File: src/rtl/lrc_pkg.sv
package lrc_pkg;

    typedef enum logic [2:0] {
        ST_IDLE  = 3'd0,
        ST_WPAR  = 3'd1,
        ST_WLEAF = 3'd2,
        ST_REL   = 3'd3,
        ST_ERR   = 3'd4
    } chk_state_e;

    // Synchronized view of the monitored resets
    typedef struct packed {
        logic leaf_act;   // leaf reset currently asserted
        logic par_act;    // parent reset currently asserted
        logic leaf_seen;  // leaf capture flag
        logic par_seen;   // parent capture flag
    } obs_t;

    localparam int unsigned OBS_W = $bits(obs_t);

    function automatic logic cause_ok(obs_t o, logic sw);
        return o.par_seen | sw;
    endfunction

endpackage

File: src/rtl/lrc_fsm.sv
module lrc_fsm
    import lrc_pkg::*;
#(
    parameter int unsigned TIMEOUT = 8,
    localparam int unsigned CNT_W  = (TIMEOUT < 2) ? 1 : $clog2(TIMEOUT)
) (
    input  logic             clk_i,
    input  logic             rst_i,
    input  obs_t             obs_i,
    input  logic             sw_req_i,
    output logic             clr_o,
    output logic             err_o,
    output chk_state_e       state_o,
    output logic [CNT_W-1:0] cnt_o
);
    localparam logic [CNT_W-1:0] CNT_LAST = CNT_W'(TIMEOUT - 1);

    chk_state_e       st_q, st_d;
    logic [CNT_W-1:0] cnt_q, cnt_d;

    // Flags are cleared only once both resets are seen released
    assign clr_o = (st_q == ST_REL) && !obs_i.leaf_act && !obs_i.par_act;

    always_comb begin
        st_d  = st_q;
        cnt_d = cnt_q;
        unique case (st_q)
            ST_IDLE: begin
                cnt_d = '0;
                if (obs_i.leaf_seen) begin
                    st_d = cause_ok(obs_i, sw_req_i) ? ST_REL : ST_WPAR;
                end else if (obs_i.par_seen) begin
                    st_d = ST_WLEAF;
                end
            end
            ST_WPAR: begin
                if (cause_ok(obs_i, sw_req_i)) begin
                    st_d  = ST_REL;
                    cnt_d = '0;
                end else if (cnt_q == CNT_LAST) begin
                    st_d = ST_ERR;
                end else begin
                    cnt_d = cnt_q + 1'b1;
                end
            end
            ST_WLEAF: begin
                if (obs_i.leaf_seen) begin
                    st_d  = ST_REL;
                    cnt_d = '0;
                end else if (cnt_q == CNT_LAST) begin
                    st_d = ST_ERR;
                end else begin
                    cnt_d = cnt_q + 1'b1;
                end
            end
            ST_REL: begin
                if (clr_o && !obs_i.leaf_seen && !obs_i.par_seen) begin
                    st_d = ST_IDLE;
                end
            end
            ST_ERR:  st_d = ST_ERR;
            default: st_d = ST_ERR;
        endcase
    end

    always_ff @(posedge clk_i) begin
        if (rst_i) begin
            st_q  <= ST_IDLE;
            cnt_q <= '0;
        end else begin
            st_q  <= st_d;
            cnt_q <= cnt_d;
        end
    end

    assign err_o   = (st_q == ST_ERR);
    assign state_o = st_q;
    assign cnt_o   = cnt_q;
endmodule

File: config.mk
export PLATFORM = sky130hd
export DESIGN_NAME = lrc_fsm
export DESIGN_NICKNAME = d
export VERILOG_FILES = /design/src/rtl/lrc_pkg.sv /design/src/rtl/lrc_fsm.sv
export SDC_FILE = /design/constraint.sdc
export NUM_CORES = 1
export LEC_CHECK = 0
export BUFFER_PORTS_ARGS = -buffer_cell sky130_fd_sc_hd__buf_2
export CAP_MARGIN = 20
export CORE_AREA = 2 2 39 41
export DETAILED_ROUTE_END_ITERATION = 8
export DIE_AREA = 0 0 41 43
export GPL_ROUTABILITY_DRIVEN = 0
export SLEW_MARGIN = 30
export SYNTH_ARGS = -nofsm -noshare
export SYNTH_HDL_FRONTEND = slang
export SYNTH_SLANG_ARGS = --single-unit
File: constraint.sdc
create_clock -name clk_i -period 1.8 [get_ports clk_i]
set_clock_uncertainty 0.1 [all_clocks]
set_input_delay 0.54 -clock clk_i [delete_from_list [all_inputs] [get_ports clk_i]]
set_output_delay 0.54 -clock clk_i [all_outputs]
set_load 0.005 [all_outputs]
* Yosys cells after proc, flatten, opt, wreduce, memory -nomap -nowiden
Cells that the tools add are included.
Word-level totals: register bits after elaboration 6, bits of input ports 7
Cells by class: $add $sub $neg 1, equal/unequal tests 7, multiplexer cells 12, bitwise operators 1, reduce and logical (&&, ||, !) cells 11
Operators with widths (count):
- $mux 3 | 9
- $pmux 3 s4 | 1
- $pmux 3 s3 | 1
- $eq 3x2->1 const B | 2
- $eq 3x3->1 const B | 2
- $logic_and 1x1->1 | 4
- $logic_not 1->1 | 4
- $add 3x1->3 const B | 1
- $eq 3x1->1 const B | 1
- $logic_not 3->1 | 1
- $ne 3x3->1 const B | 1
- $reduce_bool 3->1 | 1
- $mux 2 | 1
- $ne 2x1->1 const B | 1
- $reduce_and 2->1 | 1
- $or 1x1->1 | 1

* Logic depth before layout (Yosys ltp)
depth in word-level cells 7, mapped depth 4, depth with buffers taken out 4

* Least setup slack after synthesis
OpenSTA, ideal clock, no wires.
path kind reg-to-output, from reg st_q[1] (netlist: state_o[1]), to out clr_o, data arrival time 0.881 ns, required time 1.160 ns, slack 0.279 ns, cell stages (with the launch flop) 4, path buffers 1, path through dfxtp_1 -> buf_4 -> nand2_1 -> nor4_1
On the way: longest elaborated chain between the ends 3
Ends and longest elaborated chain:
- start: declaration | RTL line lrc_fsm.sv:18 | chk_state_e st_q, st_d;
- start signal: assignment | RTL line lrc_fsm.sv:71 | st_q <= st_d;
- $eq 3x2->1 | RTL line lrc_fsm.sv:22 | assign clr_o = (st_q == ST_REL) && !obs_i.leaf_act && !obs_i.par_act;
- $logic_and 1x1->1 (2 in a row) | RTL line lrc_fsm.sv:22
- end: declaration | RTL line lrc_fsm.sv:11 | output logic clr_o,
Every way passes these cells.

* Final worst setup path
from reg st_q[0] (netlist: state_o[0]), to out clr_o
The elaborated chain is that of the path after synthesis.

==> out/metrics.json <==
{
  "run_status": "finished, final reports clean",
  "min_path_cells": 2,
  "grt_antenna_before_repair": 0,
  "die_h_um": 43,
  "yosys_most_used_dff": "sky130_fd_sc_hd__dfxtp_1",
  "fp-row-count": 14,
  "post-route-worst-setup-slack_ns": 0.0797,
  "timing.rr.end": "state_o[0]$_SDFFE_PP0P_",
  "clk_pin_slew_ns": 0.04,
  "synth_top_cell_area_share_pct": 30.2,
  "maxSlewHeadroom_pct": 80.6,
  "floorplan.initialDensity_pct": 28.8,
  "numCtsBuffers": 3,
  "first_pass_grt_wire_length_mm": 1.44,
  "cts_tree": "yes",
  "clk_root_buffer_cell": "sky130_fd_sc_hd__clkbuf_4",
  "vias_in_the_first_global_route": 358,
  "dp_hpwl_um": 719,
  "rsz0062_at_grt": "false",
  "tmin_final_ns": 1.72,
  "placement.io_buffers": 14,
  "synth_seq_area_share_pct": 30.2,
  "detail_route.vias_per_cell": 5.01,
  "drv_cap": 0,
  "p_leak_nw": 0.238,
  "wire_length_reported_by_the_detailed_router_um": 958,
  "synthDominantAreaCellType": "sky130_fd_sc_hd__dfxtp_1",
  "achievable-frequency_mhz": 581,
  "setup.reg_to_reg.worst_slack_ns": 0.20,
  "crit_type": "reg2out",
  "vias": 386,
  "syn_area_sq_um": 398,
  "worstHoldStart": "rst_i",
  "die_area_sq_mm": 0.00176,
  "drt_iter0_drc": 5,
  "critPathCaptureType": "primary output",
  "grt_overflow_total": 0,
  "drc": 0,
  "min_to": "cnt_o[0]$_SDFFE_PP0P_",
  "synth_nets": 49,
  "synth_edf_count": 0,
  "setup_viol_count_final": 0,
  "distinct_cells_synth": 28,
  "critical_path.max_fanout": 7,
  "hold_buffers": 0,
  "timing.final.hold_violations": 0,
  "timing.critical_path.required_ns": 1.16,
  "post-place-ws_ns": 0.131,
  "core_region_area_sq_mm": 0.00138,
  "grt_max_degree": 8,
  "max-clock-path-buffers": 2,
  "ctsResizeCount": 1,
  "wire_per_inst_um": 12.4,
  "die_w_um": 41,
  "grt_use_total_pct": 12.3,
  "post-route-period-util_pct": 95.6,
  "postSynthRegisterBits": 6,
  "post_route_antenna_net_violation_count": 0,
  "synth.most_common_cell": "sky130_fd_sc_hd__dfxtp_1",
  "area_delta_synth_final_pct": 34.3,
  "average_instance_area_after_synthesis_sq_um": 9.70,
  "insertedDiodeCount": 0,
  "irDropWorstVdd_uv": 273,
  "clock-sinks": 6,
  "final_layout_size_suffix_gt1_share_pct": 50.8,
  "num_ports": 15,
  "htree_levels": 1,
  "post_synthesis_cell_count": 41,
  "clk_latency_ns": 0.24,
  "asyncSetResetFlopFracSynth_pct": 0,
  "timing.critical_path.arrival_ns": 1.08,
  "hold_class": "in2reg",
  "synth.top_cells.by_area": "sky130_fd_sc_hd__dfxtp_1 30%, sky130_fd_sc_hd__a221oi_4 6.6%, sky130_fd_sc_hd__a211oi_2 6.3%",
  "postCtsSetupRepairBufs": 0,
  "power.density_cell_area_mw_per_mm2": 691,
  "finalSetupTns_ns": 0,
  "ff2ff_path_depth": 4,
  "synth.top_cells.by_count": "6 x sky130_fd_sc_hd__dfxtp_1, 3 x sky130_fd_sc_hd__nand2_1",
  "r2r-start": "cnt_o[0]$_SDFFE_PP0P_",
  "setup.worst_path.start_class": "register",
  "layout.nets": 71,
  "tightest_slew_ns": 0.287,
  "yosysWarnings": 0,
  "dr.pass1.iters": 4,
  "slew_violations": 0
}
[report_power, final]
group	total (mW)	switching, mW	leakage, nW	internal, mW
logic	0.0944	0.0446	0.174	0.0498
registers	0.154	0.0114	0.0498	0.142
clock network	0.121	0.0460	0.0138	0.0753
total	0.369	0.102	0.238	0.267
[worst max path at each step]
| stage | from | endpoint | slack (ns) | depth (start not counted) |
|---|---|---|---|---|
| floorplan | state_o[1]$_SDFFE_PP0P_ | clr_o | 0.28 | 3 |
| global placement | obs_i[3] | clr_o | 0.14 | 3 |
| detailed placement | obs_i[3] | clr_o | 0.13 | 3 |
| CTS | state_o[0]$_SDFFE_PP0P_ | clr_o | 0.03 | 3 |
| global route | state_o[0]$_SDFFE_PP0P_ | clr_o | 0.04 | 3 |
| finish | state_o[0]$_SDFFE_PP0P_ | clr_o | 0.08 | 3 |
[logic make-up after synthesis]
group / count (synthesis) / share of synthesized area [%]
xor gates and xnor gates: 1 / 2.20
AOI/OAI and AO/OA: 13 / 32.1
buffers and inverters: 3 / 5.66
and+or+nand+nor: 16 / 24.2
DFF: 6 / 30.2
muxes: 1 / 2.52
adders and majority gates: 1 / 3.14
[routing by layer]
metal | up-vias | part of all wire [%] | track usage [%]
li1 | 201 | - | -
met1 | 176 | 48 | 15.2
met2 | 9 | 48 | 17.8
met3 | 0 | 3.4 | 3.14
met4 | 0 | 0 | 8.00
met5 | - | 0 | 0
[metrics by stage]
step | hold slack [ns] | area, sq um | utilization, % | cells | power [mW]
after CTS | 0.444 | 531 | 38.3 | 77 | 0.375
final | 0.453 | 534 | 38.6 | 77 | 0.369
after global routing | 0.460 | 534 | 38.6 | 77 | 0.391
after detailed placement | 0.478 | 507 | 36.6 | 74 | 0.249
after global placement | 0.477 | 507 | 36.6 | 74 | 0.247
after floorplan | 0.460 | 398 | - | 41 | 0.216
[area by class of cell]
class	count	area, sq um
flip-flops and latches	6	123
well taps	16	20.0
fillers	158	850
multi-input cells	32	258
repair buffers	19	108
clock buffers	3	22.5
inverters	1	3.75
[critical path, cell delays in order (launching register included)]
cell and delay, ns:
sky130_fd_sc_hd__dfxtp_2 0.41, sky130_fd_sc_hd__nand2_2 0.11, sky130_fd_sc_hd__nor4_1 0.17, sky130_fd_sc_hd__buf_2 0.15
[registers in the layout, summed over array words and instances, names as in the netlist]
name and cells:
state_o 3, cnt_o 3
[cell usage in the layout, fill, tap and decap left out, types with 2 or more instances in the layout]
cell type,Yosys,final
sky130_fd_sc_hd__nor4_1,2,2
sky130_fd_sc_hd__nor2b_1,2,2
sky130_fd_sc_hd__dfxtp_1,6,4
sky130_fd_sc_hd__dfxtp_2,0,2
sky130_fd_sc_hd__o21bai_1,2,2
sky130_fd_sc_hd__clkbuf_4,0,3
sky130_fd_sc_hd__nand2_1,3,2
sky130_fd_sc_hd__buf_4,1,5
sky130_fd_sc_hd__nor4b_1,2,2
sky130_fd_sc_hd__buf_2,0,14
sky130_fd_sc_hd__nor3_1,2,2
sky130_fd_sc_hd__a211oi_2,2,2
Power figures use the tool's default switching activity.
